File: config.mk
export PLATFORM = sky130hd
export DESIGN_NAME = dsdma_chan
export DESIGN_NICKNAME = d
export VERILOG_FILES = /design/src/rtl/dsdma_pkg.sv /design/src/rtl/dsdma_regs.sv /design/src/rtl/dsdma_queue.sv /design/src/rtl/dsdma_mover.sv /design/src/rtl/dsdma_chan.sv
export SDC_FILE = /design/constraint.sdc
export NUM_CORES = 1
export LEC_CHECK = 0
export CAP_MARGIN = 30
export CORE_ASPECT_RATIO = 0.8
export CORE_UTILIZATION = 35
export CTS_CLUSTER_SIZE = 24
export DETAILED_ROUTE_END_ITERATION = 7
export DONT_BUFFER_PORTS = 1
export SLEW_MARGIN = 20
export SYNTH_ARGS = -nofsm -noshare
export SYNTH_HDL_FRONTEND = slang
export SYNTH_SLANG_ARGS = --single-unit
File: constraint.sdc
create_clock -name clk -period 7.4 [get_ports clk]
set_input_delay 2.22 -clock clk [delete_from_list [all_inputs] [get_ports clk]]
set_output_delay 2.22 -clock clk [all_outputs]
set_load 0.05 [all_outputs]
File: src/rtl/dsdma_pkg.sv
package dsdma_pkg;

  localparam logic [7:0] OFS_REMAIN = 8'h20;
  localparam logic [7:0] OFS_CTL    = 8'h28;
  localparam logic [7:0] OFS_CMD    = 8'h2C;
  localparam logic [7:0] OFS_STOP   = 8'h30;
  localparam logic [7:0] OFS_STAT   = 8'h34;
  localparam int SET_STRIDE = 12;

  localparam int CMD_GO   = 0;
  localparam int CMD_NEXT = 1;
  localparam int CMD_END  = 2;
  localparam int CTL_MODE_A = 18;
  localparam int CTL_MODE_B = 16;
  localparam int STAT_SINGLE = 0;
  localparam int STAT_QUEUE  = 2;
  localparam int STAT_DONE   = 8;

  typedef enum logic [1:0] {MV_IDLE, MV_LOAD, MV_READ, MV_WRITE} mv_state_e;

  // log2 of unit bytes: matching size fields, else byte units
  function automatic logic [1:0] unit_shift(input logic [31:0] c);
    logic [1:0] s, d;
    s = c[9:8];
    d = c[1:0];
    return (s == d && s != 2'd3) ? s : 2'd0;
  endfunction

  function automatic logic ctl_double(input logic [31:0] c);
    return c[CTL_MODE_A] & c[CTL_MODE_B];
  endfunction

  function automatic logic ctl_invalid(input logic [31:0] c);
    return c[CTL_MODE_A] ^ c[CTL_MODE_B];
  endfunction

  function automatic logic [31:0] max_units(input int log2_bytes, input logic [1:0] sh);
    return 32'd1 << (log2_bytes - int'(sh));
  endfunction

endpackage

File: src/rtl/dsdma_regs.sv
module dsdma_regs
  import dsdma_pkg::*;
#(
  parameter int ADDR_W   = 32,
  parameter int CNT_W    = 25,
  parameter int MAX_LOG2 = 24
) (
  input  logic              clk,
  input  logic              rst_n,
  input  logic              reg_wr_en,
  input  logic [7:0]        reg_addr,
  input  logic [31:0]       reg_wdata,
  input  logic [1:0]        pending,
  input  logic              act,
  input  logic              load,
  input  logic              dec,
  input  logic              irq_flag,
  input  logic              stat_single,
  input  logic              stat_queue,
  output logic [31:0]       reg_rdata,
  output logic [ADDR_W-1:0] src_act,
  output logic [ADDR_W-1:0] dst_act,
  output logic [CNT_W-1:0]  cnt_act,
  output logic [31:0]       ctl,
  output logic              cmd_wr,
  output logic              stop_wr,
  output logic              done_clr,
  output logic              ctl_wr
);

  function automatic logic [CNT_W-1:0] clamp_units(input logic [CNT_W-1:0] raw,
                                                   input logic [1:0] sh);
    logic [CNT_W-1:0] lim;
    lim = CNT_W'(max_units(MAX_LOG2, sh));
    return (raw > lim) ? lim : raw;
  endfunction

  assign cmd_wr   = reg_wr_en && reg_addr == OFS_CMD;
  assign stop_wr  = reg_wr_en && reg_addr == OFS_STOP && reg_wdata[0];
  assign done_clr = reg_wr_en && reg_addr == OFS_STAT && reg_wdata[STAT_DONE];
  assign ctl_wr   = reg_wr_en && reg_addr == OFS_CTL && pending == 2'b00;

  always_ff @(posedge clk) begin
    if (!rst_n)      ctl <= '0;
    else if (ctl_wr) ctl <= reg_wdata;
  end

  for (genvar k = 0; k < 2; k++) begin : g_set
    localparam logic [7:0] BASE = 8'(k * SET_STRIDE);
    logic [ADDR_W-1:0] src_r, dst_r;
    logic [CNT_W-1:0]  cnt_r;
    logic              wr_ok, mine;
    assign wr_ok = reg_wr_en && !pending[k];
    assign mine  = (act == 1'(k));
    always_ff @(posedge clk) begin
      if (!rst_n) begin
        src_r <= '0;
        dst_r <= '0;
        cnt_r <= '0;
      end else begin
        if (wr_ok && reg_addr == BASE)        src_r <= reg_wdata[ADDR_W-1:0];
        if (wr_ok && reg_addr == BASE + 8'd4) dst_r <= reg_wdata[ADDR_W-1:0];
        if (load && mine)                     cnt_r <= clamp_units(cnt_r, unit_shift(ctl));
        else if (dec && mine)                 cnt_r <= cnt_r - CNT_W'(1);
        else if (wr_ok && reg_addr == BASE + 8'd8) cnt_r <= reg_wdata[CNT_W-1:0];
      end
    end
  end

  assign src_act = act ? g_set[1].src_r : g_set[0].src_r;
  assign dst_act = act ? g_set[1].dst_r : g_set[0].dst_r;
  assign cnt_act = act ? g_set[1].cnt_r : g_set[0].cnt_r;

  always_comb begin
    reg_rdata = '0;
    case (reg_addr)
      8'h00:      reg_rdata = 32'(g_set[0].src_r);
      8'h04:      reg_rdata = 32'(g_set[0].dst_r);
      8'h08:      reg_rdata = 32'(g_set[0].cnt_r);
      8'h0C:      reg_rdata = 32'(g_set[1].src_r);
      8'h10:      reg_rdata = 32'(g_set[1].dst_r);
      8'h14:      reg_rdata = 32'(g_set[1].cnt_r);
      OFS_REMAIN: reg_rdata = pending[act] ? 32'(cnt_act) : 32'd0;
      OFS_CTL:    reg_rdata = ctl;
      OFS_STAT: begin
        reg_rdata[STAT_SINGLE] = stat_single;
        reg_rdata[STAT_QUEUE]  = stat_queue;
        reg_rdata[STAT_DONE]   = irq_flag;
      end
      default:    reg_rdata = '0;
    endcase
  end

endmodule

File: src/rtl/dsdma_queue.sv
module dsdma_queue
  import dsdma_pkg::*;
(
  input  logic       clk,
  input  logic       rst_n,
  input  logic       cmd_wr,
  input  logic [2:0] cmd_bits,
  input  logic       stop_wr,
  input  logic       ctl_wr,
  input  logic       done_clr,
  input  logic       dbl,
  input  logic       cfg_bad,
  input  logic       set_done,
  input  logic       mover_idle,
  output logic [1:0] pending,
  output logic       act,
  output logic       launch,
  output logic       irq_flag,
  output logic       stat_single,
  output logic       stat_queue,
  output logic       start_ok
);

  logic wr_sel, first;
  logic go, nxt, end_req, end_ok, tgt;

  assign go      = cmd_wr && cmd_bits[CMD_GO] && !cmd_bits[CMD_END];
  assign nxt     = cmd_bits[CMD_NEXT];
  assign end_req = cmd_wr && cmd_bits[CMD_END];
  assign tgt     = dbl ? wr_sel : 1'b0;

  always_comb begin
    start_ok = 1'b0;
    if (go && !cfg_bad) begin
      if (!dbl)       start_ok = !pending[0];
      else if (first) start_ok = !nxt && !pending[wr_sel];
      else            start_ok = nxt && !pending[wr_sel];
    end
  end

  assign end_ok      = end_req && dbl && pending[act] && !set_done;
  assign launch      = mover_idle && pending[act] && !stop_wr;
  assign stat_single = !dbl && pending[0];
  assign stat_queue  = dbl && (pending != 2'b00);

  always_ff @(posedge clk) begin
    if (!rst_n || stop_wr || ctl_wr) begin
      pending <= '0;
      act     <= 1'b0;
      wr_sel  <= 1'b0;
      first   <= 1'b1;
    end else begin
      for (int k = 0; k < 2; k++) begin
        if (set_done && act == 1'(k))         pending[k] <= 1'b0;
        else if (start_ok && tgt == 1'(k))    pending[k] <= 1'b1;
        else if (end_ok && act != 1'(k))      pending[k] <= 1'b0;
      end
      if (set_done && dbl) act <= ~act;
      if (end_ok)                wr_sel <= ~act;
      else if (start_ok && dbl)  wr_sel <= ~wr_sel;
      if (start_ok && dbl) first <= 1'b0;
    end
  end

  always_ff @(posedge clk) begin
    if (!rst_n)        irq_flag <= 1'b0;
    else if (set_done) irq_flag <= 1'b1;
    else if (done_clr) irq_flag <= 1'b0;
  end

endmodule

File: src/rtl/dsdma_mover.sv
module dsdma_mover
  import dsdma_pkg::*;
#(
  parameter int ADDR_W = 32,
  parameter int CNT_W  = 25
) (
  input  logic              clk,
  input  logic              rst_n,
  input  logic              abort,
  input  logic              launch,
  input  logic [ADDR_W-1:0] src_in,
  input  logic [ADDR_W-1:0] dst_in,
  input  logic [CNT_W-1:0]  cnt_cur,
  input  logic [1:0]        shift,
  input  logic [31:0]       mem_rd_data,
  output logic              mem_rd_en,
  output logic [ADDR_W-1:0] mem_rd_addr,
  output logic              mem_wr_en,
  output logic [ADDR_W-1:0] mem_wr_addr,
  output logic [31:0]       mem_wr_data,
  output logic [1:0]        mem_wr_size,
  output logic              load,
  output logic              unit_done,
  output logic              set_done,
  output logic              idle
);

  mv_state_e state_q, state_d;
  logic [ADDR_W-1:0] src_w, dst_w, step;

  assign step        = ADDR_W'(1) << shift;
  assign mem_rd_addr = src_w;
  assign mem_wr_addr = dst_w;
  assign mem_wr_data = mem_rd_data;
  assign mem_wr_size = shift;

  always_comb begin
    state_d   = state_q;
    mem_rd_en = 1'b0;
    mem_wr_en = 1'b0;
    load      = 1'b0;
    unit_done = 1'b0;
    set_done  = 1'b0;
    idle      = 1'b0;
    case (state_q)
      MV_IDLE: begin
        idle = 1'b1;
        if (launch && !abort) state_d = MV_LOAD;
      end
      MV_LOAD: begin
        if (abort) state_d = MV_IDLE;
        else begin
          load = 1'b1;
          if (cnt_cur == '0) begin
            set_done = 1'b1;
            state_d  = MV_IDLE;
          end else state_d = MV_READ;
        end
      end
      MV_READ: begin
        mem_rd_en = !abort;
        state_d   = abort ? MV_IDLE : MV_WRITE;
      end
      MV_WRITE: begin
        if (abort) state_d = MV_IDLE;
        else begin
          mem_wr_en = 1'b1;
          unit_done = 1'b1;
          if (cnt_cur == CNT_W'(1)) begin
            set_done = 1'b1;
            state_d  = MV_IDLE;
          end else state_d = MV_READ;
        end
      end
      default: state_d = MV_IDLE;
    endcase
  end

  always_ff @(posedge clk) begin
    if (!rst_n) begin
      state_q <= MV_IDLE;
      src_w   <= '0;
      dst_w   <= '0;
    end else begin
      state_q <= state_d;
      if (load) begin
        src_w <= src_in;
        dst_w <= dst_in;
      end else if (unit_done) begin
        src_w <= src_w + step;
        dst_w <= dst_w + step;
      end
    end
  end

endmodule

File: src/rtl/dsdma_chan.sv
module dsdma_chan
  import dsdma_pkg::*;
#(
  parameter int ADDR_W   = 32,
  parameter int MAX_LOG2 = 24,
  localparam int CNT_W   = MAX_LOG2 + 1
) (
  input  logic              clk,
  input  logic              rst_n,
  input  logic              reg_wr_en,
  input  logic [7:0]        reg_addr,
  input  logic [31:0]       reg_wdata,
  output logic [31:0]       reg_rdata,
  output logic              irq,
  output logic              mem_rd_en,
  output logic [ADDR_W-1:0] mem_rd_addr,
  input  logic [31:0]       mem_rd_data,
  output logic              mem_wr_en,
  output logic [ADDR_W-1:0] mem_wr_addr,
  output logic [31:0]       mem_wr_data,
  output logic [1:0]        mem_wr_size
);

  logic [1:0]        pending;
  logic              act, load, unit_done, set_done, mover_idle, launch;
  logic              irq_flag, stat_single, stat_queue, start_ok;
  logic              cmd_wr, stop_wr, done_clr, ctl_wr;
  logic [31:0]       ctl;
  logic [ADDR_W-1:0] src_act, dst_act;
  logic [CNT_W-1:0]  cnt_act;
  logic              dbl, cfg_bad, go_on_bad_cfg;

  assign dbl           = ctl_double(ctl);
  assign cfg_bad       = ctl_invalid(ctl);
  assign go_on_bad_cfg = cmd_wr && reg_wdata[CMD_GO] && cfg_bad;
  assign irq           = irq_flag;

  dsdma_regs #(.ADDR_W(ADDR_W), .CNT_W(CNT_W), .MAX_LOG2(MAX_LOG2)) u_regs (
    .clk(clk), .rst_n(rst_n), .reg_wr_en(reg_wr_en), .reg_addr(reg_addr),
    .reg_wdata(reg_wdata), .pending(pending), .act(act), .load(load),
    .dec(unit_done), .irq_flag(irq_flag), .stat_single(stat_single),
    .stat_queue(stat_queue), .reg_rdata(reg_rdata), .src_act(src_act),
    .dst_act(dst_act), .cnt_act(cnt_act), .ctl(ctl), .cmd_wr(cmd_wr),
    .stop_wr(stop_wr), .done_clr(done_clr), .ctl_wr(ctl_wr)
  );

  dsdma_queue u_queue (
    .clk(clk), .rst_n(rst_n), .cmd_wr(cmd_wr), .cmd_bits(reg_wdata[2:0]),
    .stop_wr(stop_wr), .ctl_wr(ctl_wr), .done_clr(done_clr), .dbl(dbl),
    .cfg_bad(cfg_bad), .set_done(set_done), .mover_idle(mover_idle),
    .pending(pending), .act(act), .launch(launch), .irq_flag(irq_flag),
    .stat_single(stat_single), .stat_queue(stat_queue), .start_ok(start_ok)
  );

  dsdma_mover #(.ADDR_W(ADDR_W), .CNT_W(CNT_W)) u_mover (
    .clk(clk), .rst_n(rst_n), .abort(stop_wr), .launch(launch),
    .src_in(src_act), .dst_in(dst_act), .cnt_cur(cnt_act),
    .shift(unit_shift(ctl)), .mem_rd_data(mem_rd_data),
    .mem_rd_en(mem_rd_en), .mem_rd_addr(mem_rd_addr), .mem_wr_en(mem_wr_en),
    .mem_wr_addr(mem_wr_addr), .mem_wr_data(mem_wr_data),
    .mem_wr_size(mem_wr_size), .load(load), .unit_done(unit_done),
    .set_done(set_done), .idle(mover_idle)
  );

endmodule

==> results.md <==
Routing:
- For this block, the routed nets add up to 71540 um of wire.
- The count of nets left with antenna violations once routing finished came out at 0.
- Using the TritonRoute via totals, the vias-per-cell ratio works out to 6.322.
- The routed layout has 17400 vias.
- After detailed routing, the average wire length per cell comes to 25.99 um.
- The first detailed-routing pass ran for 6 iterations.
- The detailed router finished its first iteration with 2418 violations.
- In the routed design, unresolved DRC markers number 0.

Place:
- The count of buffers added on input and output ports is 0.
- Routability-driven placement finished with a final weighted congestion of 0.9723.
- After legalization and detailed placement, the total HPWL measured 50120 um.

Synthesis:
- After synthesis, the cell types taking the most area are sky130_fd_sc_hd__dfxtp_1 34%, sky130_fd_sc_hd__nand2_1 11%, sky130_fd_sc_hd__a21oi_1 7.5%.
- The dominant register cell in the synthesized netlist is sky130_fd_sc_hd__dfxtp_1.
- The share of the Yosys chip area taken by registers is 33.90%.
- Counting flops with an async set or reset pin after synthesis yields a share of 0%.
- The count of mapped cells out of synthesis is 2215.
- The top cell type by area accounts for 33.90% of the synthesized area.
- The cell type with the largest total area after synthesis is sky130_fd_sc_hd__dfxtp_1.
- The most common cell in the netlist is sky130_fd_sc_hd__nand2_1.
- The post-synthesis area per instance is 7.519 um^2.
- The netlist area before placement is 16650 um^2.
- The count of cell types in the netlist is 95.
- The synthesized design contains 0 enable-type register cells.
- The count of state elements after synthesis is 282.
- The commonest cells after synthesis are 469 x sky130_fd_sc_hd__nand2_1, 282 x sky130_fd_sc_hd__dfxtp_1, 249 x sky130_fd_sc_hd__a21oi_1.
- The yosys synthesis warning count is 0.

Cells and area:
- The final layout contains 2201 nets.
- The growth of design area from synthesis to finish is 9.759%.
- Cells with a size suffix above 1 make up 9.338% of the layout.

STA:
- The time the worst path needs with I/O delays and setup is 6.586 ns.
- The clock tree skew after final layout is 0.01861 ns.
- Adding up every negative setup slack in the final design gives 0 ns.
- The transition time of the tightest slew-check pin is 1.014 ns.
- The achievable frequency is 0.1518 GHz.
- Setup repair after global routing left no endpoint under its margin.
- Setup violations remaining at the end of the flow were counted as 0.
- The worst hold margin is 0.4548 ns.
- The worst slew margin relative to its limit is 32.13%.
- The share of the clock period used by the worst path after layout is 89.01%.
- The final number of hold-violating endpoints is 0.
- The number of slew-limit violations in the final report is 0.

Worst hold path:
- The worst hold path begins at u_regs.ctl[7].
- The path type of the worst min-delay path is reg -> reg.

GRT:
- In the global route stage, overall resource usage came out at 28.69%.
- The total congestion overflow after global routing is 0.
- The first global-routing pass estimated 105600 um of wire.
- The via count of the first global-routing pass is 15680.
- Entering global routing, the biggest net connects 106 pins.
- The number of antenna violations at the first check in global routing is 1.

Clocking:
- The buffers inserted during post-CTS setup optimization is 0.
- Clock-pin slew was measured on the worst setup and hold paths at 0.06 ns.
- The number of buffers created by CTS is 34.
- The clock reaches the later pin of the worst-skew pair after 0.55 ns.
- The clock passes through at most 3 buffers.
- The count of instances resized after the clock tree is built is 0.
- Buffers inserted to repair hold after CTS numbered 0.
- CTS built an H-tree with a depth of 2.
- The total number of clock tree sinks is 282.
- The TritonCTS clock tree is built.
- Clock tree synthesis selected as its root buffer the cell sky130_fd_sc_hd__clkbuf_16.

Setup path:
- The source of the worst register-to-register timing path is u_regs.ctl[0].
- The launch point of the worst path is reg_addr[5].
- For this run, the slowest stage of the critical path takes 0.83 ns.
- The critical path data arrival time is 4.37 ns.
- The kind of critical path is in -> out.
- The most used cell along the critical path is sky130_fd_sc_hd__a221o_1.
- Traced cell by cell, the critical path runs through or4_1, nor2_1, buf_4, nand2_1, o21ai_0, a221o_1, a221o_1, buf_12.
- STA classifies the critical path startpoint as a primary input.
- STA classifies the critical path endpoint as an output pin.
- STA puts the critical path data required time at 5.18 ns.
- Of all nets on the critical path, the largest fanout is 22.
- On the critical path, the stage with the largest delay is an instance of sky130_fd_sc_hd__or4_1.

Die:
- The die is 245.9 um wide.
- For this design the top-level I/O count stands at 208.
- The effective utilization at floorplan is 35.44%.
- The area enclosed by the die boundary is 48470 um^2.
- The floorplan step defined a core boundary enclosing 46990 um^2.
- In this run the vertical extent of the chip is 197.1 um.
- The row count is 71.

Pwr:
- Power spread over the standard cell area amounts to 175.1 nW/um^2.
- The peak supply drop is 120.0 uV.
- In this run the static leakage power is 5.973 nW.

Run:
- Across the run, the number of max-cap violations was 0.

Status:
- The flow ran to the end, and the final reports show no timing, DRC or antenna violations.
## registers in the layout, summed over array words and instances, names as in the netlist, 2 cells and up
register	cells
u_regs.ctl	32
u_mover.state_q	2
u_queue.pending	2
u_mover.mem_wr_addr	32
u_regs.g_set.cnt_r	50
u_regs.g_set.dst_r	64
u_mover.mem_rd_addr	32
u_regs.g_set.src_r	64
## power by group
group          internal, mW  switching, mW
clock                 0.902          0.710
sequential             1.52        0.00226
combinational        0.0184         0.0485
total                  2.44          0.760
## cell families (layout without fill, tap and decap cells)
kind of cell             count (synthesis)  after routing  share of synthesized area [%]
flip-flops                             282            282                          33.90
multiplexers                           102            102                          6.341
adder cells (fa/ha/maj)                 18             18                          1.337
XOR/XNOR                                44             44                          2.314
AND/OR/NAND/NOR                        902            902                          25.10
other                                    2              5                        0.04509
AO/OA/AOI/OAI                          620            620                          24.32
buffers and inverters                  245            159                          6.649
## placed cells by master, fill, tap and decap left out, drive strengths merged, types with 17 or more instances in the layout
| master | instances |
|---|---|
| o22ai | 25 |
| a21oi | 249 |
| o21ai | 74 |
| nor3 | 51 |
| buf | 71 |
| ha | 17 |
| xnor2 | 23 |
| nor4 | 38 |
| nand4 | 26 |
| a22o | 17 |
| xor2 | 21 |
| a22oi | 71 |
| nor2 | 113 |
| nand2 | 469 |
| mux2 | 28 |
| inv | 29 |
| dfxtp | 282 |
| clkbuf | 51 |
| and3 | 32 |
| nand3 | 84 |
| mux2i | 74 |
## critical path, delay by kind of cell
family / cells / cell delay (ns)
AOI/OAI and AO/OA: 3 / 0.51
and+or+nand+nor: 3 / 1.11
buffers and inverters: 2 / 0.49
## routing by layer
layer,routed length (um),track usage [%]
met5,0,0
met3,7092,5.516
met4,2099,8.880
met2,31780,43.94
met1,30570,40.31
## stage by stage
stage               worst slack (ns)  cells  instance area (um^2)  utilization (%)  power, mW
finish                        0.8135   2752                 18280            38.90      3.200
global route                  0.7676   2751                 18280            38.89      3.277
CTS                           0.8569   2749                 18260            38.86      3.206
detailed placement            0.8670   2691                 17240            36.68      1.620
global placement              0.9191   2689                 17210            36.61      1.618
floorplan                     0.7592   2217                 16660                -      1.658
## final timing paths
path / to / slack [ns] / cells past startpoint
worst min-delay path: u_regs.ctl[7] / 0.45 / 2
worst max-delay path: reg_rdata[19] / 0.81 / 8
worst min register to register: u_regs.ctl[7] / 0.45 / 2
worst max register to register: u_mover.mem_rd_addr[14] / 3.35 / 11
## area by class of cell
| cell class | count | area (um^2) |
|---|---|---|
| Fill cell | 4767 | 28710 |
| Multi-Input combinational cell | 1690 | 9978 |
| Sequential cell | 282 | 5650 |
| Clock buffer | 49 | 957.2 |
| Tap cell | 620 | 775.7 |
| Timing Repair Buffer | 73 | 739.5 |
| Inverter | 28 | 110.1 |
| Clock inverter | 9 | 66.31 |
| Antenna cell | 1 | 2.502 |
No activity file was read; power rests on OpenSTA's default activity.
